<file path="src/rtl/irq_agg_pkg.sv">
package irq_agg_pkg;

   typedef enum logic [1:0] {
      FK_NONE   = 2'd0,
      FK_EVENT  = 2'd1,
      FK_LVL_TX = 2'd2,
      FK_LVL_RX = 2'd3
   } flag_kind_e;

   // Position of each flag is fixed: software decodes these bit numbers.
   function automatic flag_kind_e kind_of(input int pos);
      case (pos)
         0:                     return FK_LVL_TX;
         2:                     return FK_LVL_RX;
         1, 3, 11, 12, 14, 15:  return FK_EVENT;
         default:               return FK_NONE;
      endcase
   endfunction

endpackage

</file>
<file path="src/rtl/irq_reg_decode.sv">
module irq_reg_decode #(
   parameter int ADDR_W   = 8,
   parameter int STAT_OFS = 'h20,
   parameter int EN_OFS   = 'h24
) (
   input  logic              wr_en,
   input  logic [ADDR_W-1:0] addr,
   output logic              sel_stat,
   output logic              sel_en,
   output logic              stat_we,
   output logic              en_we
);
   localparam logic [ADDR_W-1:0] STAT_A = ADDR_W'(STAT_OFS);
   localparam logic [ADDR_W-1:0] EN_A   = ADDR_W'(EN_OFS);

   generate
      if (STAT_OFS == EN_OFS) begin : g_bad_ofs
         $error("status and enable offsets must differ");
      end
      if (STAT_OFS >= (1 << ADDR_W) || EN_OFS >= (1 << ADDR_W)) begin : g_bad_range
         $error("register offsets exceed address width");
      end
   endgenerate

   always_comb begin
      sel_stat = (addr == STAT_A);
      sel_en   = (addr == EN_A);
      stat_we  = wr_en && sel_stat;
      en_we    = wr_en && sel_en;
   end
endmodule

</file>
<file path="src/rtl/irq_flag_cell.sv">
module irq_flag_cell #(
   parameter irq_agg_pkg::flag_kind_e KIND = irq_agg_pkg::FK_NONE
) (
   input  logic clk,
   input  logic rst_n,
   input  logic ev_i,
   input  logic clr_i,
   input  logic lvl_i,
   input  logic en_we_i,
   input  logic en_wd_i,
   output logic stat_o,
   output logic stat_d_o,
   output logic en_o,
   output logic en_d_o
);
   import irq_agg_pkg::*;

   generate
      if (KIND == FK_NONE) begin : g_none
         logic unused_in;
         assign unused_in = ^{clk, rst_n, ev_i, clr_i, lvl_i, en_we_i, en_wd_i};
         assign stat_o   = 1'b0;
         assign stat_d_o = 1'b0;
         assign en_o     = 1'b0;
         assign en_d_o   = 1'b0;
      end else begin : g_live
         logic st_q, en_q;

         assign en_d_o = en_we_i ? en_wd_i : en_q;

         if (KIND == FK_EVENT) begin : g_evt
            logic unused_lvl;
            assign unused_lvl = lvl_i;
            // a pulse outranks a clear aimed at the same bit
            assign stat_d_o = ev_i | (st_q & ~clr_i);

            AST_EVT_SETS: assert property (@(posedge clk) disable iff (!rst_n)
               ev_i |=> st_q);
            AST_EVT_STICKY: assert property (@(posedge clk) disable iff (!rst_n)
               (st_q && !clr_i) |=> st_q);
            AST_CLR_W1C: assert property (@(posedge clk) disable iff (!rst_n)
               (clr_i && !ev_i) |=> !st_q);
            AST_EVT_WINS: assert property (@(posedge clk) disable iff (!rst_n)
               (clr_i && ev_i) |=> st_q);
         end else begin : g_lvl
            logic unused_evt;
            assign unused_evt = ev_i ^ clr_i;
            assign stat_d_o = lvl_i;

            AST_LVL_TRACK: assert property (@(posedge clk) disable iff (!rst_n)
               1'b1 |=> (st_q == $past(lvl_i)));
         end

         always_ff @(posedge clk or negedge rst_n) begin
            if (!rst_n) begin
               st_q <= 1'b0;
               en_q <= 1'b0;
            end else begin
               st_q <= stat_d_o;
               en_q <= en_d_o;
            end
         end

         assign stat_o = st_q;
         assign en_o   = en_q;
      end
   endgenerate
endmodule

</file>
<file path="src/rtl/irq_flag_agg.sv">
module irq_flag_agg #(
   parameter int DATA_W   = 32,
   parameter int ADDR_W   = 8,
   parameter int FLAG_W   = 16,
   parameter int CNT_W    = 6,
   parameter int STAT_OFS = 'h20,
   parameter int EN_OFS   = 'h24
) (
   input  logic              clk,
   input  logic              rst_n,
   input  logic              wr_en,
   input  logic [ADDR_W-1:0] addr,
   input  logic [DATA_W-1:0] wdata,
   output logic [DATA_W-1:0] rdata,
   input  logic [FLAG_W-1:0] ev_in,
   input  logic [CNT_W-1:0]  tx_count,
   input  logic [CNT_W-1:0]  tx_thresh,
   input  logic [CNT_W-1:0]  rx_count,
   input  logic [CNT_W-1:0]  rx_thresh,
   output logic              irq
);
   import irq_agg_pkg::*;

   localparam int PAD_W = DATA_W - FLAG_W;

   generate
      if (FLAG_W != 16) begin : g_bad_flag_w
         $error("flag layout is defined for 16 bits");
      end
      if (DATA_W <= FLAG_W) begin : g_bad_data_w
         $error("data width must exceed flag width");
      end
   endgenerate

   logic sel_stat, sel_en, stat_we, en_we;
   logic tx_ge, rx_ge;
   logic [FLAG_W-1:0] stat_q, stat_d, en_q, en_d;
   logic irq_q;
   logic unused_hi;

   assign unused_hi = ^wdata[DATA_W-1:FLAG_W];

   irq_reg_decode #(
      .ADDR_W  (ADDR_W),
      .STAT_OFS(STAT_OFS),
      .EN_OFS  (EN_OFS)
   ) u_dec (
      .wr_en   (wr_en),
      .addr    (addr),
      .sel_stat(sel_stat),
      .sel_en  (sel_en),
      .stat_we (stat_we),
      .en_we   (en_we)
   );

   assign tx_ge = (tx_count >= tx_thresh);
   assign rx_ge = (rx_count >= rx_thresh);

   generate
      for (genvar i = 0; i < FLAG_W; i++) begin : g_bit
         localparam flag_kind_e K = kind_of(i);
         irq_flag_cell #(.KIND(K)) u_cell (
            .clk     (clk),
            .rst_n   (rst_n),
            .ev_i    (ev_in[i]),
            .clr_i   (stat_we && wdata[i]),
            .lvl_i   ((K == FK_LVL_RX) ? rx_ge : tx_ge),
            .en_we_i (en_we),
            .en_wd_i (wdata[i]),
            .stat_o  (stat_q[i]),
            .stat_d_o(stat_d[i]),
            .en_o    (en_q[i]),
            .en_d_o  (en_d[i])
         );
      end
   endgenerate

   // registered from next-state values so irq lines up with the words
   always_ff @(posedge clk or negedge rst_n) begin
      if (!rst_n) irq_q <= 1'b0;
      else        irq_q <= |(stat_d & en_d);
   end
   assign irq = irq_q;

   always_comb begin
      if (sel_stat)    rdata = {{PAD_W{1'b0}}, stat_q};
      else if (sel_en) rdata = {{PAD_W{1'b0}}, en_q};
      else             rdata = '0;
   end

   AST_IRQ_MATCH: assert property (@(posedge clk) disable iff (!rst_n)
      irq == |(stat_q & en_q));
   AST_RSVD_ZERO: assert property (@(posedge clk) disable iff (!rst_n)
      (stat_q[13] | stat_q[9] | stat_q[8] | stat_q[5] | stat_q[4]) == 1'b0);
   AST_EN_HOLD: assert property (@(posedge clk) disable iff (!rst_n)
      !en_we |=> $stable(en_q));
endmodule

</file>
<file path="config.mk">
export PLATFORM = sky130hd
export DESIGN_NAME = irq_flag_agg
export DESIGN_NICKNAME = d
export VERILOG_FILES = /design/src/rtl/irq_agg_pkg.sv /design/src/rtl/irq_reg_decode.sv /design/src/rtl/irq_flag_cell.sv /design/src/rtl/irq_flag_agg.sv
export SDC_FILE = /design/constraint.sdc
export NUM_CORES = 1
export LEC_CHECK = 0
export BUFFER_PORTS_ARGS = -buffer_cell sky130_fd_sc_hd__buf_2
export CAP_MARGIN = 5
export CORE_MARGIN = 2
export CORE_UTILIZATION = 44
export CTS_BUF_LIST = sky130_fd_sc_hd__clkbuf_2
export DETAILED_ROUTE_END_ITERATION = 8
export MAX_ROUTING_LAYER = met4
export PLACE_DENSITY = 0.83
export SETUP_SLACK_MARGIN = 0.5
export SYNTH_ARGS = -nofsm -noshare
export SYNTH_HDL_FRONTEND = slang
export SYNTH_HIERARCHICAL = 1
export SYNTH_SLANG_ARGS = --single-unit
</file>
<file path="constraint.sdc">
create_clock -name clk -period 1.9 [get_ports clk]
set_clock_uncertainty 0.1 [all_clocks]
set_input_delay 0.19 -clock clk [delete_from_list [all_inputs] [get_ports clk]]
set_output_delay 0.19 -clock clk [all_outputs]
set_load 0.02 [all_outputs]
</file>
[After elaboration in Yosys (flattened, before gate mapping)]
Index checks and enable logic that the tools add are counted.
Operators by class
  reductions and logical operators: 9
  $lt $le $gt $ge: 2
  equal/unequal tests: 2
  bitwise operators: 19
  muxes and demuxes: 10
Operators by type and width (count)
  32-bit two-way mux: 1
  16-bit bitwise AND: 1
  8-bit by 6-bit equality test with 1-bit output, second input constant: 2
  16-bit two-way mux: 1
  16-bit OR reduction: 1
  6-bit greater-or-equal comparator: 2
  1-bit logical AND: 8
  1-bit two-way mux: 8
  1-bit bitwise AND: 6
  1-bit NOT: 6
  1-bit OR: 6
Storage, ports and cells
  input port bits: 83
  register bits after elaboration: 17

[Depth between registers and ports, before layout]
  word-level depth: 8
  depth in mapped cells: 9

[Hierarchy]
The synthesis kept the hierarchy.
Modules (own cells, without submodules)
  irq_flag_agg: cells an instance 106, area an instance 830.8 um^2, times used 1, sequential area each 25.0 um^2
  irq_flag_cell at g_bit[11].u_cell ...: cells an instance 5, area an instance 76.3 um^2, times used 6, sequential area each 50.0 um^2
  irq_flag_cell at g_bit[10].u_cell ...: cells an instance 5, area an instance 33.8 um^2, times used 8, sequential area each 0.0 um^2
  irq_flag_cell at g_bit[0].u_cell ...: cells an instance 4, area an instance 72.6 um^2, times used 2, sequential area each 50.0 um^2
  irq_reg_decode: cells an instance 9, area an instance 63.8 um^2, times used 1, sequential area each 0.0 um^2

[Worst setup path after synthesis]
Ideal clock, no wire load.
  path kind: in2reg
  from: in addr[4]
  to: reg irq_q (netlist: irq)
  arrival: 2.426 ns
  path slack: -0.763 ns
  stages: 6
  setup time: 0.137 ns
  cell sequence: or4b_4 -> nor4_2 -> mux2_4 -> a22o_1 -> a221oi_2 -> nand4_1
RTL lines
  from (decl): line irq_flag_agg.sv:12  | input logic [ADDR_W-1:0] addr,
  8-bit by 6-bit equality test with 1-bit output: line irq_reg_decode.sv:27  | sel_en = (addr == EN_A);
  1-bit logical AND: line irq_reg_decode.sv:29  | en_we = wr_en && sel_en;
  via en_we: line irq_flag_agg.sv:35  | logic sel_stat, sel_en, stat_we, en_we;
  1-bit two-way mux: line irq_flag_cell.sv:29  | assign en_d_o = en_we_i ? en_wd_i : en_q;
  via en_d[0]: line irq_flag_agg.sv:37  | logic [FLAG_W-1:0] stat_q, stat_d, en_q, en_d;
  16-bit bitwise AND: line irq_flag_agg.sv:81  | else irq_q <= |(stat_d & en_d);
  16-bit OR reduction: line irq_flag_agg.sv:81
  to (signal assigned): line irq_flag_agg.sv:81
  to (decl): line irq_flag_agg.sv:38  | logic irq_q;
The timed path passes the listed nets, and every way through them passes these cells.

[Worst setup path in the final report]
  from: in addr[4]
  to: out rdata[1]
RTL lines
  8-bit by 6-bit equality test with 1-bit output: line irq_reg_decode.sv:26  | sel_stat = (addr == STAT_A);
  via sel_stat: line irq_flag_agg.sv:35
  32-bit two-way mux: line irq_flag_agg.sv:86  | if (sel_stat) rdata = {{PAD_W{1'b0}}, stat_q};
  to (decl): line irq_flag_agg.sv:14  | output logic [DATA_W-1:0] rdata,
The timed path passes the listed nets, and every way through them passes these cells.

==> flow_metrics.env <==
export IMPL_status="finished, violations left"
export IMPL_violations="hold timing, setup timing"
export IMPL_min_period_ns=2.02
export IMPL_insertion_delay_ns=0.33
export IMPL_p_leak_nw=1.14
export IMPL_rsz0062_at_grt="true"
export IMPL_ios=116
export IMPL_fillers=345
export IMPL_clkTransAtPathRegs_ns=0.18
export IMPL_cp_start_kind="input pin"
export IMPL_final_layout_size_suffix_gt1_frac=0.395
export IMPL_reg2reg_from="g_bit[2].u_cell/en_o"
export IMPL_drc_errors=0
export IMPL_slowest_delay_ns=0.56
export IMPL_dieHeight_um=66.3
export IMPL_setup_worst_path_start="addr[4]"
export IMPL_min_path_type="input pin to register"
export IMPL_cts_inserted_buffers=3
export IMPL_clockRootBuffer="clkbuf_2"
export IMPL_power_density_mw_per_mm2=363
export IMPL_p_int_w=0.000535
export IMPL_grt_max_degree=18
export IMPL_final_nets=352
export IMPL_switchingPower_w=0.000246
export IMPL_crit_path_max_fanout=5
export IMPL_gp_congestion=0.810
export IMPL_vdd_drop_max_mv=0.167
export IMPL_io_buffers=57
export IMPL_final_common_cell="conb_1"
export IMPL_clkPwrFrac=0.218
export IMPL_fin_area_mm2=0.00215
export IMPL_antenna_found_initial=0
export IMPL_cp_endpoint="rdata[1]"
export IMPL_fp_dieW_um=66.3
export IMPL_whs_ns=-0.0168
export IMPL_grt_pass1_wl_um=5650
export IMPL_yosysWarnings=6
export IMPL_cts_tree="built"
export IMPL_utilization=0.584
export IMPL_wl_um=3510
export IMPL_setup_viol=9
export IMPL_area_delta_synth_final_pct=26.3
export IMPL_crit_top_cell="buf_6"
export IMPL_final_max_slew_viol_count=0
export IMPL_drv_cap=0
export IMPL_place_area_mm2=0.00191
export IMPL_syn_area_mm2=0.00171
export IMPL_fp_coreArea_mm2=0.00369
export IMPL_row_count=22
export IMPL_crit_type="input pin to primary output"
export IMPL_dieArea_mm2=0.00439
export IMPL_reg2reg_depth=4
export IMPL_synth_area_per_cell_um2=9.32
export IMPL_postCtsHoldBufs=10
export IMPL_dpl_hpwl_um=2830
export IMPL_htree_num_levels=1
export IMPL_grt_overflow_total=0
export IMPL_fmax_mhz=495
export IMPL_endpoint_kind="primary output"
export IMPL_arrival_ns=1.73
export IMPL_antenna_left=0
export IMPL_detailroute_via_count=1351
export IMPL_hold_violations=1
export IMPL_grt_total_usage=0.175
export IMPL_routed_via_density=4.44
export IMPL_first_pass_iters=3
export IMPL_final_cell_mix="48 x conb_1, 47 x buf_2, 19 x inv_1, 17 x dfrtp_1, 14 x a22o_1"
export IMPL_rrSetupSlack_ns=0.47
export IMPL_post_route_period_util=1.06
export IMPL_setup_tns_ns=-0.822
export IMPL_pwr_share_comb=0.291
export IMPL_r2r_end="irq"
export IMPL_grt_pass1_vias=1374
export IMPL_clock_sinks=17
export IMPL_wl_per_cell_um=11.5
export IMPL_worst_slack_ns=-0.120
export IMPL_cts_buffer_depth=2
export IMPL_path_cells="buf_6 > or4b_4 > buf_6 > nor2_2 > buf_6 > nor2b_4 > a22o_2 > buf_4"
export IMPL_swShare=0.315
export IMPL_seq_power_share=0.491
export IMPL_crit_required_ns=1.61
export IMPL_drt_iter0_drc=27
export IMPL_diodes=0
export IMPL_crit_slowest_cell="or4b_4"
export IMPL_syn_inst=183
export IMPL_initial_core_util=0.462
==> per-layer routing <==
metal	vias up	share of wire	routed length, um	GRT usage
met2	57	0.54	1890	0.340
met3	5	0.066	232	0.0290
li1	670	-	-	-
met4	0	0.015	54	0.0612
met1	619	0.38	1340	0.172
met5	-	0	0	-
==> through the flow <==
| stage | worst slack, ns | power (W) | instances | hold slack (ns) |
|---|---|---|---|---|
| after detailed placement | -0.486 | 0.000593 | 285 | 0.0364 |
| final | -0.120 | 0.000781 | 304 | -0.0168 |
| after floorplan | -0.464 | 0.000594 | 222 | -0.206 |
| after CTS | -0.117 | 0.000788 | 303 | -0.0322 |
| after global placement | -0.408 | 0.000586 | 285 | 0.0290 |
| after global routing | -0.166 | 0.000838 | 304 | -0.0238 |
==> flip-flops by register name, summed over array words and instances (netlist names) <==
signal,count
g_bit.u_cell/en_o,8
g_bit.u_cell/stat_o,8
irq,1
==> layout make-up <==
cell class                 instances  area [um^2]  area share
multi-input combinational        133          988       0.459
tap                               48         60.1      0.0279
sequential                        17          425       0.198
timing repair buffer              83          588       0.273
clock buffer                       3         15.0     0.00697
inverter                          19         71.3      0.0331
clock inverter                     1         5.00     0.00232
==> what timing repair did <==
action / 4_1_cts / 5_1_grt
pin swaps: 7 / 2
buffers inserted: 3 / 1
endpoints found under the hold margin: 28 / 2
setup endpoints to repair: 23 / 18
resized for setup: 22 / 2
cloned: 1 / 0
==> how the worst min path moves through the flow <==
stage	start	endpoint	slack [ns]	cells past startpoint
2_1_floorplan	rst_n	g_bit[0].u_cell/en_o	-0.21	0
3_3_place_gp	rst_n	g_bit[14].u_cell/stat_o	0.03	1
3_5_place_dp	rst_n	g_bit[12].u_cell/stat_o	0.04	1
4_1_cts	wdata[2]	g_bit[2].u_cell/en_o	-0.03	2
5_1_grt	wdata[2]	g_bit[2].u_cell/en_o	-0.02	2
6_report	wdata[2]	g_bit[2].u_cell/en_o	-0.02	2
==> power by group through the flow <==
stage	clock network, W	registers (W)	logic [W]
after floorplan	0	0.000390	0.000204
after global placement	0	0.000390	0.000196
after detailed placement	0	0.000390	0.000203
after CTS	0.000180	0.000384	0.000224
after global routing	0.000197	0.000386	0.000255
final	0.000171	0.000384	0.000227
==> critical path, delay by kind of cell <==
| family | cells | cell delay [ns] |
|---|---|---|
| and+or+nand+nor | 3 | 0.76 |
| buffers and inverters | 4 | 0.55 |
| AOI/OAI and AO/OA | 1 | 0.22 |
Note: power is estimated with default switching activity, not from simulation.
